### src/rtl/xcvr_pkg.sv
// Shared types for the registered bidirectional transceiver.
// Assumes: none; pure type definitions.
package xcvr_pkg;

    // Which port the block currently drives.
    typedef enum logic [1:0] {
        DRV_NONE = 2'b00,
        DRV_A    = 2'b01,
        DRV_B    = 2'b10
    } drive_mode_e;

endpackage

### src/rtl/xcvr_decode.sv
// Enable and direction decode.
// Turns the active-low enable and the direction bit into one drive mode
// and two mutually exclusive port enables.
// Assumes: inputs are stable within the cycle; purely combinational.
module xcvr_decode
    import xcvr_pkg::*;
(
    input  logic oe_n,
    input  logic dir_a2b,
    output logic drive_a,
    output logic drive_b
);

    drive_mode_e mode;

    // Purpose: choose which port, if any, is driven.
    always_comb begin
        if (oe_n)
            mode = DRV_NONE;
        else if (dir_a2b)
            mode = DRV_B;
        else
            mode = DRV_A;
    end

    // Purpose: expand the mode into per-port enables.
    always_comb begin
        drive_a = (mode == DRV_A);
        drive_b = (mode == DRV_B);
    end

endmodule

### src/rtl/xcvr_store.sv
// One storage register for one direction.
// Loads the resolved port value on a rising edge when cap is high.
// Otherwise it holds. Clears on synchronous active-low reset.
// Assumes: d is the resolved pin value, already settled at the edge.
module xcvr_store #(
    parameter int W = 8
) (
    input  logic         clk,
    input  logic         rst_n,
    input  logic         cap,
    input  logic [W-1:0] d,
    output logic [W-1:0] q
);

    // Purpose: capture or hold the stored word.
    always_ff @(posedge clk) begin
        if (!rst_n)
            q <= '0;
        else if (cap)
            q <= d;
    end

    // a reset edge leaves the register cleared
    p_reset_clear_r1: assert property (@(posedge clk)
        !rst_n |=> (q == '0));

    // an enabled edge loads the port value
    p_capture_load_r7: assert property (@(posedge clk) disable iff (!rst_n)
        cap |=> (q == $past(d)));

    // without capture the register holds
    p_capture_hold_r7: assert property (@(posedge clk) disable iff (!rst_n)
        !cap |=> $stable(q));

endmodule

### src/rtl/xcvr_route_mux.sv
// Output source select for one direction.
// Chooses between the live opposite-port value and the stored copy.
// Assumes: combinational; the result goes straight to the port output
// with no register, so a new capture shows after its edge.
module xcvr_route_mux #(
    parameter int W = 8
) (
    input  logic [W-1:0] live,
    input  logic [W-1:0] stored,
    input  logic         use_stored,
    output logic [W-1:0] y
);

    // Purpose: per-bit select between live and stored data.
    for (genvar i = 0; i < W; i++) begin : g_bit
        assign y[i] = use_stored ? stored[i] : live[i];
    end

endmodule

### src/rtl/bidir_reg_xcvr.sv
// Registered bidirectional bus transceiver, top level.
// Two storage registers, one per port, each with its own capture enable.
// Capture is not gated by enable, direction or source select.
// Two output selects and an enable/direction decode complete the block.
// Assumes: the tristate pins are resolved outside; a_in and b_in carry the
// resolved pin values, including the block's own drive.
module bidir_reg_xcvr #(
    parameter int W = 8
) (
    input  logic         clk,
    input  logic         rst_n,
    input  logic         oe_n,
    input  logic         dir_a2b,
    input  logic         sel_a2b_store,
    input  logic         sel_b2a_store,
    input  logic         cap_a,
    input  logic         cap_b,
    input  logic [W-1:0] a_in,
    output logic [W-1:0] a_out,
    output logic         a_oe,
    input  logic [W-1:0] b_in,
    output logic [W-1:0] b_out,
    output logic         b_oe
);

    logic [W-1:0] qa;
    logic [W-1:0] qb;
    logic         drive_a;
    logic         drive_b;

    xcvr_decode u_dec (
        .oe_n    (oe_n),
        .dir_a2b (dir_a2b),
        .drive_a (drive_a),
        .drive_b (drive_b)
    );

    xcvr_store #(.W(W)) u_store_a (
        .clk   (clk),
        .rst_n (rst_n),
        .cap   (cap_a),
        .d     (a_in),
        .q     (qa)
    );

    xcvr_store #(.W(W)) u_store_b (
        .clk   (clk),
        .rst_n (rst_n),
        .cap   (cap_b),
        .d     (b_in),
        .q     (qb)
    );

    xcvr_route_mux #(.W(W)) u_to_b (
        .live       (a_in),
        .stored     (qa),
        .use_stored (sel_a2b_store),
        .y          (b_out)
    );

    xcvr_route_mux #(.W(W)) u_to_a (
        .live       (b_in),
        .stored     (qb),
        .use_stored (sel_b2a_store),
        .y          (a_out)
    );

    // Purpose: hand the decoded enables to the pin wrapper.
    assign a_oe = drive_a;
    assign b_oe = drive_b;

    // disabled block releases both ports
    p_release_both_r2: assert property (@(posedge clk) disable iff (!rst_n)
        oe_n |-> (!a_oe && !b_oe));

    // enabled block drives exactly the port chosen by direction
    p_dir_select_r3: assert property (@(posedge clk) disable iff (!rst_n)
        !oe_n |-> (b_oe == dir_a2b) && (a_oe == !dir_a2b));

    // stored mode on B shows the A-side register
    p_b_stored_r5: assert property (@(posedge clk) disable iff (!rst_n)
        (b_oe && sel_a2b_store) |-> (b_out == qa));

    // a capture shows on B right after its edge
    p_no_latency_r9: assert property (@(posedge clk) disable iff (!rst_n)
        (cap_a && !oe_n && dir_a2b) ##1 (b_oe && sel_a2b_store)
        |-> (b_out == $past(a_in)));

    // live pass-through with no capture keeps both registers
    p_live_keeps_r10: assert property (@(posedge clk) disable iff (!rst_n)
        ((a_oe || b_oe) && !cap_a && !cap_b) |=> ($stable(qa) && $stable(qb)));

endmodule

### config.mk
export PLATFORM = sky130hd
export DESIGN_NAME = bidir_reg_xcvr
export DESIGN_NICKNAME = d
export VERILOG_FILES = /design/src/rtl/xcvr_pkg.sv /design/src/rtl/xcvr_decode.sv /design/src/rtl/xcvr_store.sv /design/src/rtl/xcvr_route_mux.sv /design/src/rtl/bidir_reg_xcvr.sv
export SDC_FILE = /design/constraint.sdc
export NUM_CORES = 1
export LEC_CHECK = 0
export ABC_AREA = 1
export BUFFER_PORTS_ARGS = -buffer_cell sky130_fd_sc_hd__buf_2
export CORE_MARGIN = 8
export CORE_UTILIZATION = 48
export CTS_CLUSTER_SIZE = 12
export DETAILED_ROUTE_END_ITERATION = 8
export PLACE_DENSITY = 0.85
export SYNTH_ARGS = -nofsm -noshare
export SYNTH_HDL_FRONTEND = slang
export SYNTH_SLANG_ARGS = --single-unit
### constraint.sdc
create_clock -name clk -period 1.51 [get_ports clk]
set_clock_uncertainty 0.05 [all_clocks]
set_input_delay 0.0755 -clock clk [delete_from_list [all_inputs] [get_ports clk]]
set_output_delay 0.0755 -clock clk [all_outputs]
set_load 0.02 [all_outputs]
After elaboration in Yosys (flattened, before gate mapping)
Index checks and enable logic that the tools add are counted.
Word-level totals
  input bits: 24
  output and inout bits: 18
  flip-flop bits (word level): 16
Cells by class
  equality and inequality tests: 2
  multiplexer cells: 18
Operators by type and width (number)
  $mux W1: 16
  $mux W2: 2
  $eq A2 B1 Y1 const B: 1
  $eq A2 B2 Y1 const B: 1

Logic depth before layout (Yosys ltp)
Gate-level depths: netlist of the first run.
  depth after elaboration: 3
  mapped depth: 5

Cells and area by module
Synthesis of the first run repeated with hierarchy kept, for this count alone.
Second synthesis, totals
  cell total of the unflattened synthesis: 157
  area total of the unflattened synthesis: 937.1 um^2
Modules (own cells, without submodules)
  xcvr_store: cells each 51, area an instance 356.6 um^2, instances 2, seq. area each 160.2 um^2
  xcvr_route_mux: cells each 26, area an instance 105.1 um^2, instances 2, seq. area each 0.0 um^2
  xcvr_decode: cells each 3, area an instance 13.8 um^2, instances 1, seq. area each 0.0 um^2

Worst setup path after synthesis of the first run
No wires, ideal clock.
  kind: input -> output
  from: input port sel_b2a_store
  to: output port a_out[4]
  buffers on the path: 1
  arrival time: 0.716 ns
  cell stages on the path: 2
  path slack: 0.668 ns
  data required time: 1.384 ns
  cell sequence: buf_4 o21ai_0
Between the ends
  word-level cells in the longest chain between the ends: 1
RTL lines
  from (decl): line bidir_reg_xcvr.sv:15  | input logic sel_b2a_store,
  $mux W1: line xcvr_route_mux.sv:16  | assign y[i] = use_stored ? stored[i] : live[i];
  to (decl): line bidir_reg_xcvr.sv:19  | output logic [W-1:0] a_out,
Every way passes these cells.

Worst setup path after layout of the first run
  from: register u_store_a.q[1]
  to: output port b_out[1]
Between the ends
  word-level cells in the longest chain between the ends: 1
RTL lines
  from (decl): line xcvr_store.sv:12  | output logic [W-1:0] q
  from (signal assigned): line xcvr_store.sv:18  | q <= '0;
  from (signal assigned): line xcvr_store.sv:20  | q <= d;
  $mux W1: line xcvr_route_mux.sv:16
  to (decl): line bidir_reg_xcvr.sv:22  | output logic [W-1:0] b_out,
Every way passes these cells.

==> results.sh, run 1 <==
export IMPL_clock_root_buffer="clkbuf_4"
export IMPL_dpl_hpwl_um=1530
export IMPL_grt_pass1_vias=836
export IMPL_die_h_um=58.6
export IMPL_vias=901
export IMPL_wirelength_um=1990
export IMPL_dp_cells=197
export IMPL_ys_top_cells_by_area="dfxtp_1 (37%), nand2_1 (19%), nor2_1 (15%), o21ai_0 (9.2%), inv_1 (7.3%)"
export IMPL_top_usage_layer="met2"
export IMPL_portBuffers=41
export IMPL_rrSetupSlack_ps=890
export IMPL_synth_cells=139
export IMPL_clk_pin_slew_worst_paths_ps=90
export IMPL_period_share_pct=72.3
export IMPL_cp_max_fo=2
export IMPL_dr_pass1_iters=4
export IMPL_synth_area_leader_cell="dfxtp_1"
export IMPL_antenna_found_initial=0
export IMPL_gp_congestion=0.716
export IMPL_diodes=0
export IMPL_drive_gt1_share_pct=27.8
export IMPL_hold_end="u_store_b.q[2]"
export IMPL_yosys_area_top_type_share_pct=36.7
export IMPL_reg2reg_to="u_store_b.q[2]"
export IMPL_io_pins=42
export IMPL_finalHoldViolations=0
export IMPL_reg2reg_depth=2
export IMPL_hold_path_depth=5
export IMPL_ys_seq_area_share_pct=36.7
export IMPL_cp_required_ps=1380
export IMPL_hold_start="b_in[2]"
export IMPL_crit_path_end_kind="output port"
export IMPL_drc=0
export IMPL_cts_resized=0
export IMPL_viasPerCell=4.48
export IMPL_die_w_um=58.6
export IMPL_period_minus_slack_ps=1090
export IMPL_synth_nets=163
export IMPL_fin_nets=201
export IMPL_maxCapViolations=0
export IMPL_start_util_pct=50.5
export IMPL_setup_tns_final_ps=0
export IMPL_grtUsageMet3_pct=4.57
export IMPL_crit_arrival_ps=970
export IMPL_place_ws_ps=732
export IMPL_grt_ovfl_total=0
export IMPL_ys_warn_count=0
export IMPL_rsz0062_at_grt="no"
export IMPL_cts_max_level=1
export IMPL_outcome="finished clean"
export IMPL_slew_violations=0
export IMPL_ir_worst_vdd_mv=0.550
export IMPL_layout_common_cells="nand2_1 (44), buf_2 (41), nor2_1 (34), inv_1 (17)"
export IMPL_setup_viol=0
export IMPL_layout_setup_ws_ps=419
export IMPL_p_leak_nw=0.613
export IMPL_fmax_mhz=916
export IMPL_drt_initial_drc_count=19
export IMPL_grt_pass1_wl_um=3300
export IMPL_rows=15
export IMPL_cts_buffer_depth=2
export IMPL_final_cells=201
export IMPL_powerDensity_nw_per_um2=917
export IMPL_grt_max_degree=17
export IMPL_cts_buffers=3
export IMPL_use_met1_pct=13.7
export IMPL_synthDistinctLibCells=9
export IMPL_grt_util_all_layers_pct=11.8
export IMPL_maxSlewHeadroom_pct=81.1
export IMPL_r2r_start="u_store_b.q[2]"
export IMPL_ys_seq_elements=16
export IMPL_clkLatencyLatePin_ps=280
export IMPL_core_area_um2=1730
export IMPL_hp_class="in2reg"
export IMPL_wire_per_inst_um=9.88
export IMPL_gr_usage_met2_pct=18.9
export IMPL_final_common_cell="nand2_1"
export IMPL_postCtsSetupBuffers=0
export IMPL_syn_area_per_cell_um2=6.27
export IMPL_cts_tree="built"
export IMPL_worstMarginPinSlew_ps=283
export IMPL_dieArea_um2=3440
export IMPL_path_class="reg2out"
export IMPL_hold_buffers=0
export IMPL_drtAntennaViolNets=0
export IMPL_numClockSinks=16
export IMPL_syn_area_um2=872
export IMPL_start_kind="register"
export IMPL_syn_to_final_growth_pct=20.9
[layer usage]
metal | up-vias | part of all wire, %
met3 | 0 | 9.2
met2 | 35 | 42
met1 | 381 | 49
li1 | 485 | -
met5 | - | 0
met4 | 0 | 0
[how the worst max path moves through the flow]
stage                         startpoint        to  slack [ps]
final                     u_store_a.q[1]  b_out[1]         420
after global routing      u_store_b.q[0]  a_out[0]         350
after CTS                 u_store_a.q[4]  b_out[4]         420
after detailed placement   sel_a2b_store  b_out[1]         730
after global placement     sel_a2b_store  b_out[1]         750
after floorplan            sel_b2a_store  a_out[4]         670
[kinds of logic after synthesis]
group                  Yosys count  share of synthesized area [%]
AND/OR/NAND/NOR                 82                           36.4
flip-flops                      16                           36.7
buffers and inverters           25                           17.6
AO/OA/AOI/OAI                   16                           9.18
[metrics by stage]
step                hold slack [ps]  total power [mW]  instance area (um2)  utilization (%)
floorplan                       176             0.640                  872                -
global placement                316             0.695                 1020             59.0
detailed placement              335             0.703                 1020             59.0
CTS                            35.1             0.981                 1050             61.1
global route                   40.5              1.03                 1050             61.1
finish                         38.3             0.968                 1050             61.1
[flip-flops by register name (all words and copies together) (netlist names)]
| register | flops |
|---|---|
| u_store_a.q | 8 |
| u_store_b.q | 8 |
[cell usage after synthesis]
master   number
nand2_2       4
inv_1        17
buf_8         3
nand2_1      44
nor2_1       34
o21ai_0      16
dfxtp_1      16
buf_4         3
buf_6         2
[report_power, final]
group          switching [mW]  total (mW)  internal, mW
sequential             0.0149       0.466         0.451
combinational           0.143       0.226        0.0826
clock                   0.129       0.276         0.147
total                   0.287       0.968         0.681
[cell type report]
class / instances / area [um2]
Fill cell: 176 / 672
Clock buffer: 4 / 36.3
Multi-Input combinational cell: 98 / 398
Tap cell: 25 / 31.3
Inverter: 17 / 63.8
Sequential cell: 16 / 320
Timing Repair Buffer: 41 / 205
[critical path, stage by stage (launching register included)]
cell and delay, ps:
dfxtp_1 350, nand2_1 50, o21ai_0 90, buf_2 200
No activity file was read; power rests on OpenSTA's default activity.
==> run 2, diff against run 1 <==
Settings changed: ABC_AREA 1 to 0, CORE_UTILIZATION 48 to 40, PLACE_DENSITY 0.85 to 0.75.
Clock period 1.51 ns to 0.92 ns, I/O delays scaled along.
==> results.sh, run 2 <==
export IMPL_final_util_pct=64.4
export IMPL_synthTopCellsByCount="nor2b_1 (17), dfxtp_1 (16), mux2_4 (16), mux2i_1 (16), buf_6 (4)"
export IMPL_dp_cells=135
export IMPL_grt_pass1_wl_um=3630
export IMPL_grt_pass1_vias=813
export IMPL_synth_edff_count=0
export IMPL_crit_chain="mux2_4 > buf_6"
export IMPL_syn_area_um2=881
export IMPL_syn_area_per_cell_um2=12.4
export IMPL_path_class="reg2out"
export IMPL_cts_tree="built"
export IMPL_die_w_um=62.9
export IMPL_ys_warn_count=0
export IMPL_period_share_pct=120
export IMPL_p_leak_nw=0.685
export IMPL_maxSlewHeadroom_pct=82.7
export IMPL_clkLatencyLatePin_ps=280
export IMPL_fillCellCount=171
export IMPL_top_regs="u_store_a.q (8), u_store_b.q (8)"
export IMPL_final_cells=155
export IMPL_synthDistinctLibCells=7
export IMPL_netSwitchingFraction_pct=26.7
export IMPL_clk_pin_slew_worst_paths_ps=100
export IMPL_final_common_cell="buf_2"
export IMPL_multi_input_area_um2=510
export IMPL_crit_slowest_cell="dfxtp_2"
export IMPL_die_h_um=62.9
export IMPL_fin_nets=152
export IMPL_diodes=0
export IMPL_ir_worst_vdd_mv=0.748
export IMPL_synth_cells=71
export IMPL_worstMarginPinSlew_ps=260
export IMPL_cts_buffers=3
export IMPL_viasPerCell=4.51
export IMPL_slowest_delay_ps=340
export IMPL_start_kind="register"
export IMPL_grt_max_degree=17
export IMPL_drtAntennaViolNets=0
export IMPL_syn_to_final_growth_pct=57.0
export IMPL_wirelength_um=2120
export IMPL_yosys_area_top_type_share_pct=36.4
export IMPL_layout_common_cells="buf_2 (25), nor2b_1 (17)"
export IMPL_dieArea_um2=3960
export IMPL_drc=0
export IMPL_yosysMostFrequentCell="nor2b_1"
export IMPL_finalHoldViolations=0
export IMPL_combPwrFrac_pct=30.8
export IMPL_antenna_found_initial=0
export IMPL_dr_pass1_iters=4
export IMPL_power_mw=1.78
export IMPL_synth_top_flop_cell="dfxtp_1"
export IMPL_start_util_pct=41.0
export IMPL_seqPwrFrac_pct=42.9
export IMPL_ys_top_cells_by_area="dfxtp_1 (36%), mux2_4 (27%), mux2i_1 (18%), nor2b_1 (12%), buf_6 (5.1%)"
export IMPL_wire_per_inst_um=13.7
export IMPL_violations="setup timing"
export IMPL_drive_gt1_share_pct=62.2
export IMPL_slew_violations=0
export IMPL_crit_arrival_ps=1010
export IMPL_cp_required_ps=820
export IMPL_cts_buffer_depth=2
export IMPL_synth_nets=95
export IMPL_cp_max_fo=2
export IMPL_period_minus_slack_ps=1110
export IMPL_rows=17
export IMPL_powerDensity_nw_per_um2=1290
export IMPL_core_area_um2=2150
export IMPL_outcome="finished, violations left"
export IMPL_synthArstFlopShare_pct=0
export IMPL_ys_seq_elements=16
export IMPL_hp_class="in2reg"
export IMPL_clkPwrFrac_pct=26.3
export IMPL_intPower_mw=1.31
export IMPL_place_ws_ps=46.7
export IMPL_grt_ovfl_total=0
export IMPL_seq_area_um2=340
export IMPL_switching_power_uw=474
export IMPL_maxCapViolations=0
export IMPL_gp_congestion=0.665
export IMPL_whs_ps=1.90
export IMPL_numClockSinks=16
export IMPL_ys_seq_area_share_pct=36.4
export IMPL_cts_max_level=1
export IMPL_io_pins=42
export IMPL_portBuffers=41
export IMPL_fmax_mhz=903
export IMPL_grt_util_all_layers_pct=11.0
export IMPL_rsz0062_at_grt="yes"
export IMPL_setup_viol=16
export IMPL_clock_root_buffer="clkbuf_4"
export IMPL_synth_area_leader_cell="dfxtp_1"
export IMPL_drt_initial_drc_count=9
export IMPL_dpl_hpwl_um=1520
export IMPL_crit_path_end_kind="output port"
export IMPL_layout_setup_ws_ps=-187
export IMPL_vias=699
-- run 2: changes by cell type after synthesis --
cell / change
buf_2: +1
buf_4: -3
buf_6: +2
buf_8: -3
inv_1: -17
mux2_4: +16
mux2i_1: +16
nand2_1: -44
nand2_2: -4
nor2_1: -33
nor2b_1: +17
o21ai_0: -16
-- run 2: repair_timing --
action | CTS | global route
setup buffers | 0 | 2
endpoints found under the setup margin | 16 | 16
hold buffers | 14 | 0
hold endpoints to repair | 14 | 0
gates resized for setup | 48 | 0
gates cloned | 0 | 0
-- run 2: final cells by class --
| class | count | share of cell area (%) |
|---|---|---|
| flip-flops and latches | 16 | 24.6 |
| multi-input cells | 50 | 36.9 |
| well taps | 28 | 2.53 |
| clock buffers | 4 | 2.62 |
| repair buffers | 57 | 33.3 |
-- run 2: worst paths after layout --
path	slack (ps)	to	cells after the start	startpoint
hold / removal	2	u_store_b.q[6]	3	b_in[6]
hold reg to reg	470	u_store_b.q[7]	2	u_store_b.q[7]
setup / recovery	-190	b_out[6]	2	u_store_a.q[6]
setup reg to reg	130	u_store_a.q[1]	3	u_store_a.q[1]
-- run 2: cell families after synthesis --
family        share of synthesized area (%)
mux                                    45.5
flops                                  36.4
simple gates                           12.5
buf+inv                                5.68
-- run 2: worst max-delay path: cells and delay by family, from the launching register on --
kind / cells / cell delay, ps
muxes: 1 / 260
DFF: 1 / 340
buffers and inverters: 1 / 130
-- run 2: power by group through the flow --
stage,Sequential [mW],Combinational (mW),Clock [mW]
after global routing,0.768,0.588,0.532
after detailed placement,0.771,0.419,0
final,0.763,0.548,0.468
after global placement,0.767,0.409,0
after floorplan,0.765,0.303,0
after CTS,0.763,0.544,0.501
-- run 2: per-stage QoR --
step	instance area [um2]	TNS, ps
floorplan	881	0
global placement	1070	0
detailed placement	1070	0
CTS	1370	-3130
global route	1380	-3560
finish	1380	-2810
-- run 2: per-layer routing --
metal	share of wire, %	vias to the layer above	GRT usage (%)
li1	-	352	-
met4	0	0	4.27
met3	11	0	6.27
met5	0	-	0
met2	49	30	18.6
met1	40	317	11.0
==> run 3, diff against run 2 <==
Settings changed: ABC_CLOCK_PERIOD_IN_PS set to 920, TNS_END_PERCENT set to 30.
==> results.sh, run 3 (synthesized netlist as in run 2, its figures left out) <==
export IMPL_slew_violations=0
export IMPL_start_util_pct=41.0
export IMPL_p_leak_nw=0.679
export IMPL_violations="hold timing, setup timing"
export IMPL_drt_initial_drc_count=19
export IMPL_io_pins=42
export IMPL_dp_cells=135
export IMPL_gp_congestion=0.665
export IMPL_start_kind="register"
export IMPL_wire_per_inst_um=13.9
export IMPL_rows=17
export IMPL_powerDensity_nw_per_um2=1300
export IMPL_fmax_mhz=899
export IMPL_path_class="reg2out"
export IMPL_setup_viol=16
export IMPL_die_w_um=62.9
export IMPL_maxSlewHeadroom_pct=82.7
export IMPL_dieArea_um2=3960
export IMPL_grt_pass1_vias=818
export IMPL_cp_required_ps=820
export IMPL_layout_setup_ws_ps=-192
export IMPL_viasPerCell=4.55
export IMPL_crit_path_end_kind="output port"
export IMPL_grt_pass1_wl_um=3540
export IMPL_wirelength_um=2160
export IMPL_clkLatencyLatePin_ps=280
export IMPL_numClockSinks=16
export IMPL_rsz0062_at_grt="yes"
export IMPL_whs_ps=-2.84
export IMPL_syn_to_final_growth_pct=54.4
export IMPL_vias=706
export IMPL_final_cells=155
export IMPL_die_h_um=62.9
export IMPL_top_regs="u_store_a.q (8), u_store_b.q (8)"
export IMPL_diodes=0
export IMPL_core_area_um2=2150
export IMPL_outcome="finished, violations left"
export IMPL_cts_buffer_depth=2
export IMPL_cts_tree="built"
export IMPL_period_share_pct=121
export IMPL_cts_buffers=3
export IMPL_drive_gt1_share_pct=59.1
export IMPL_power_mw=1.77
export IMPL_crit_arrival_ps=1020
export IMPL_finalHoldViolations=1
export IMPL_dpl_hpwl_um=1520
export IMPL_dr_pass1_iters=2
export IMPL_layout_common_cells="buf_2 (26), nor2b_1 (17), mux2_4 (16), mux2i_1 (16), dlygate4sd3_1 (14)"
export IMPL_cts_max_level=1
export IMPL_drtAntennaViolNets=0
export IMPL_rrSetupSlack_ps=140
export IMPL_antenna_found_initial=0
export IMPL_clk_pin_slew_worst_paths_ps=100
export IMPL_maxCapViolations=0
export IMPL_cp_max_fo=2
export IMPL_final_common_cell="buf_2"
export IMPL_fin_nets=152
export IMPL_grt_max_degree=17
export IMPL_ir_worst_vdd_mv=0.757
export IMPL_worstMarginPinSlew_ps=260
export IMPL_portBuffers=41
export IMPL_hp_class="in2reg"
export IMPL_clock_root_buffer="clkbuf_4"
export IMPL_period_minus_slack_ps=1110
export IMPL_grt_util_all_layers_pct=10.8
export IMPL_drc=0
export IMPL_grt_ovfl_total=0
-- run 3: cell counts in the layout (fill, tap and decap cells not counted) --
No cell type changed its count.
-- run 3: critical path, stage by stage, from the launching register on --
cell and delay, ps:
dfxtp_1 330, mux2_4 250, buf_4 150
-- run 3: power breakdown --
part	leakage (nW)	switching [mW]	internal [mW]	total, mW
Clock	0.0210	0.232	0.241	0.473
Combinational	0.521	0.223	0.312	0.535
Sequential	0.136	0.0218	0.740	0.762
-- run 3: path summary, 6_finish.rpt --
path                                      from        endpoint  depth (start not counted)
worst min register to register  u_store_b.q[4]  u_store_b.q[4]                          2
worst min-delay path                   b_in[6]  u_store_b.q[6]                          3
worst max-delay path            u_store_b.q[5]        a_out[5]                          2
worst max register to register  u_store_b.q[3]  u_store_b.q[3]                          3
-- run 3: per-stage QoR --
step	util [%]	hold WS (ps)	setup WS [ps]	setup TNS [ps]	instance area, um2
6_report	63.3	-2.84	-192	-2900	1360
5_1_grt	63.3	27.7	-237	-3660	1360
4_1_cts	60.4	4.97	-211	-3260	1300
3_5_place_dp	49.9	283	46.7	0	1070
3_3_place_gp	49.9	267	54.5	0	1070
2_1_floorplan	-	117	253	0	881
-- run 3: routing by layer --
metal | up-vias | routed length [um] | GRT usage, %
li1 | 355 | - | -
met1 | 321 | 821 | 10.2
met2 | 30 | 1090 | 18.7
met3 | 0 | 249 | 6.45
met4 | 0 | 0 | 4.27
met5 | - | 0 | 0
-- run 3: area by class of cell --
class,instances,area (um2)
clock buffer,4,36.3
fill,175,788
multi-input combinational,50,510
sequential,16,335
tap,28,35.0
timing repair buffer,57,443
-- run 3: repair_timing --
action | in CTS | in global routing
buffers inserted | 0 | 2
endpoints found under the setup margin | 16 | 16
hold endpoints to repair | 14 | 0
hold buffers | 14 | 0
gates resized for setup | 20 | 19
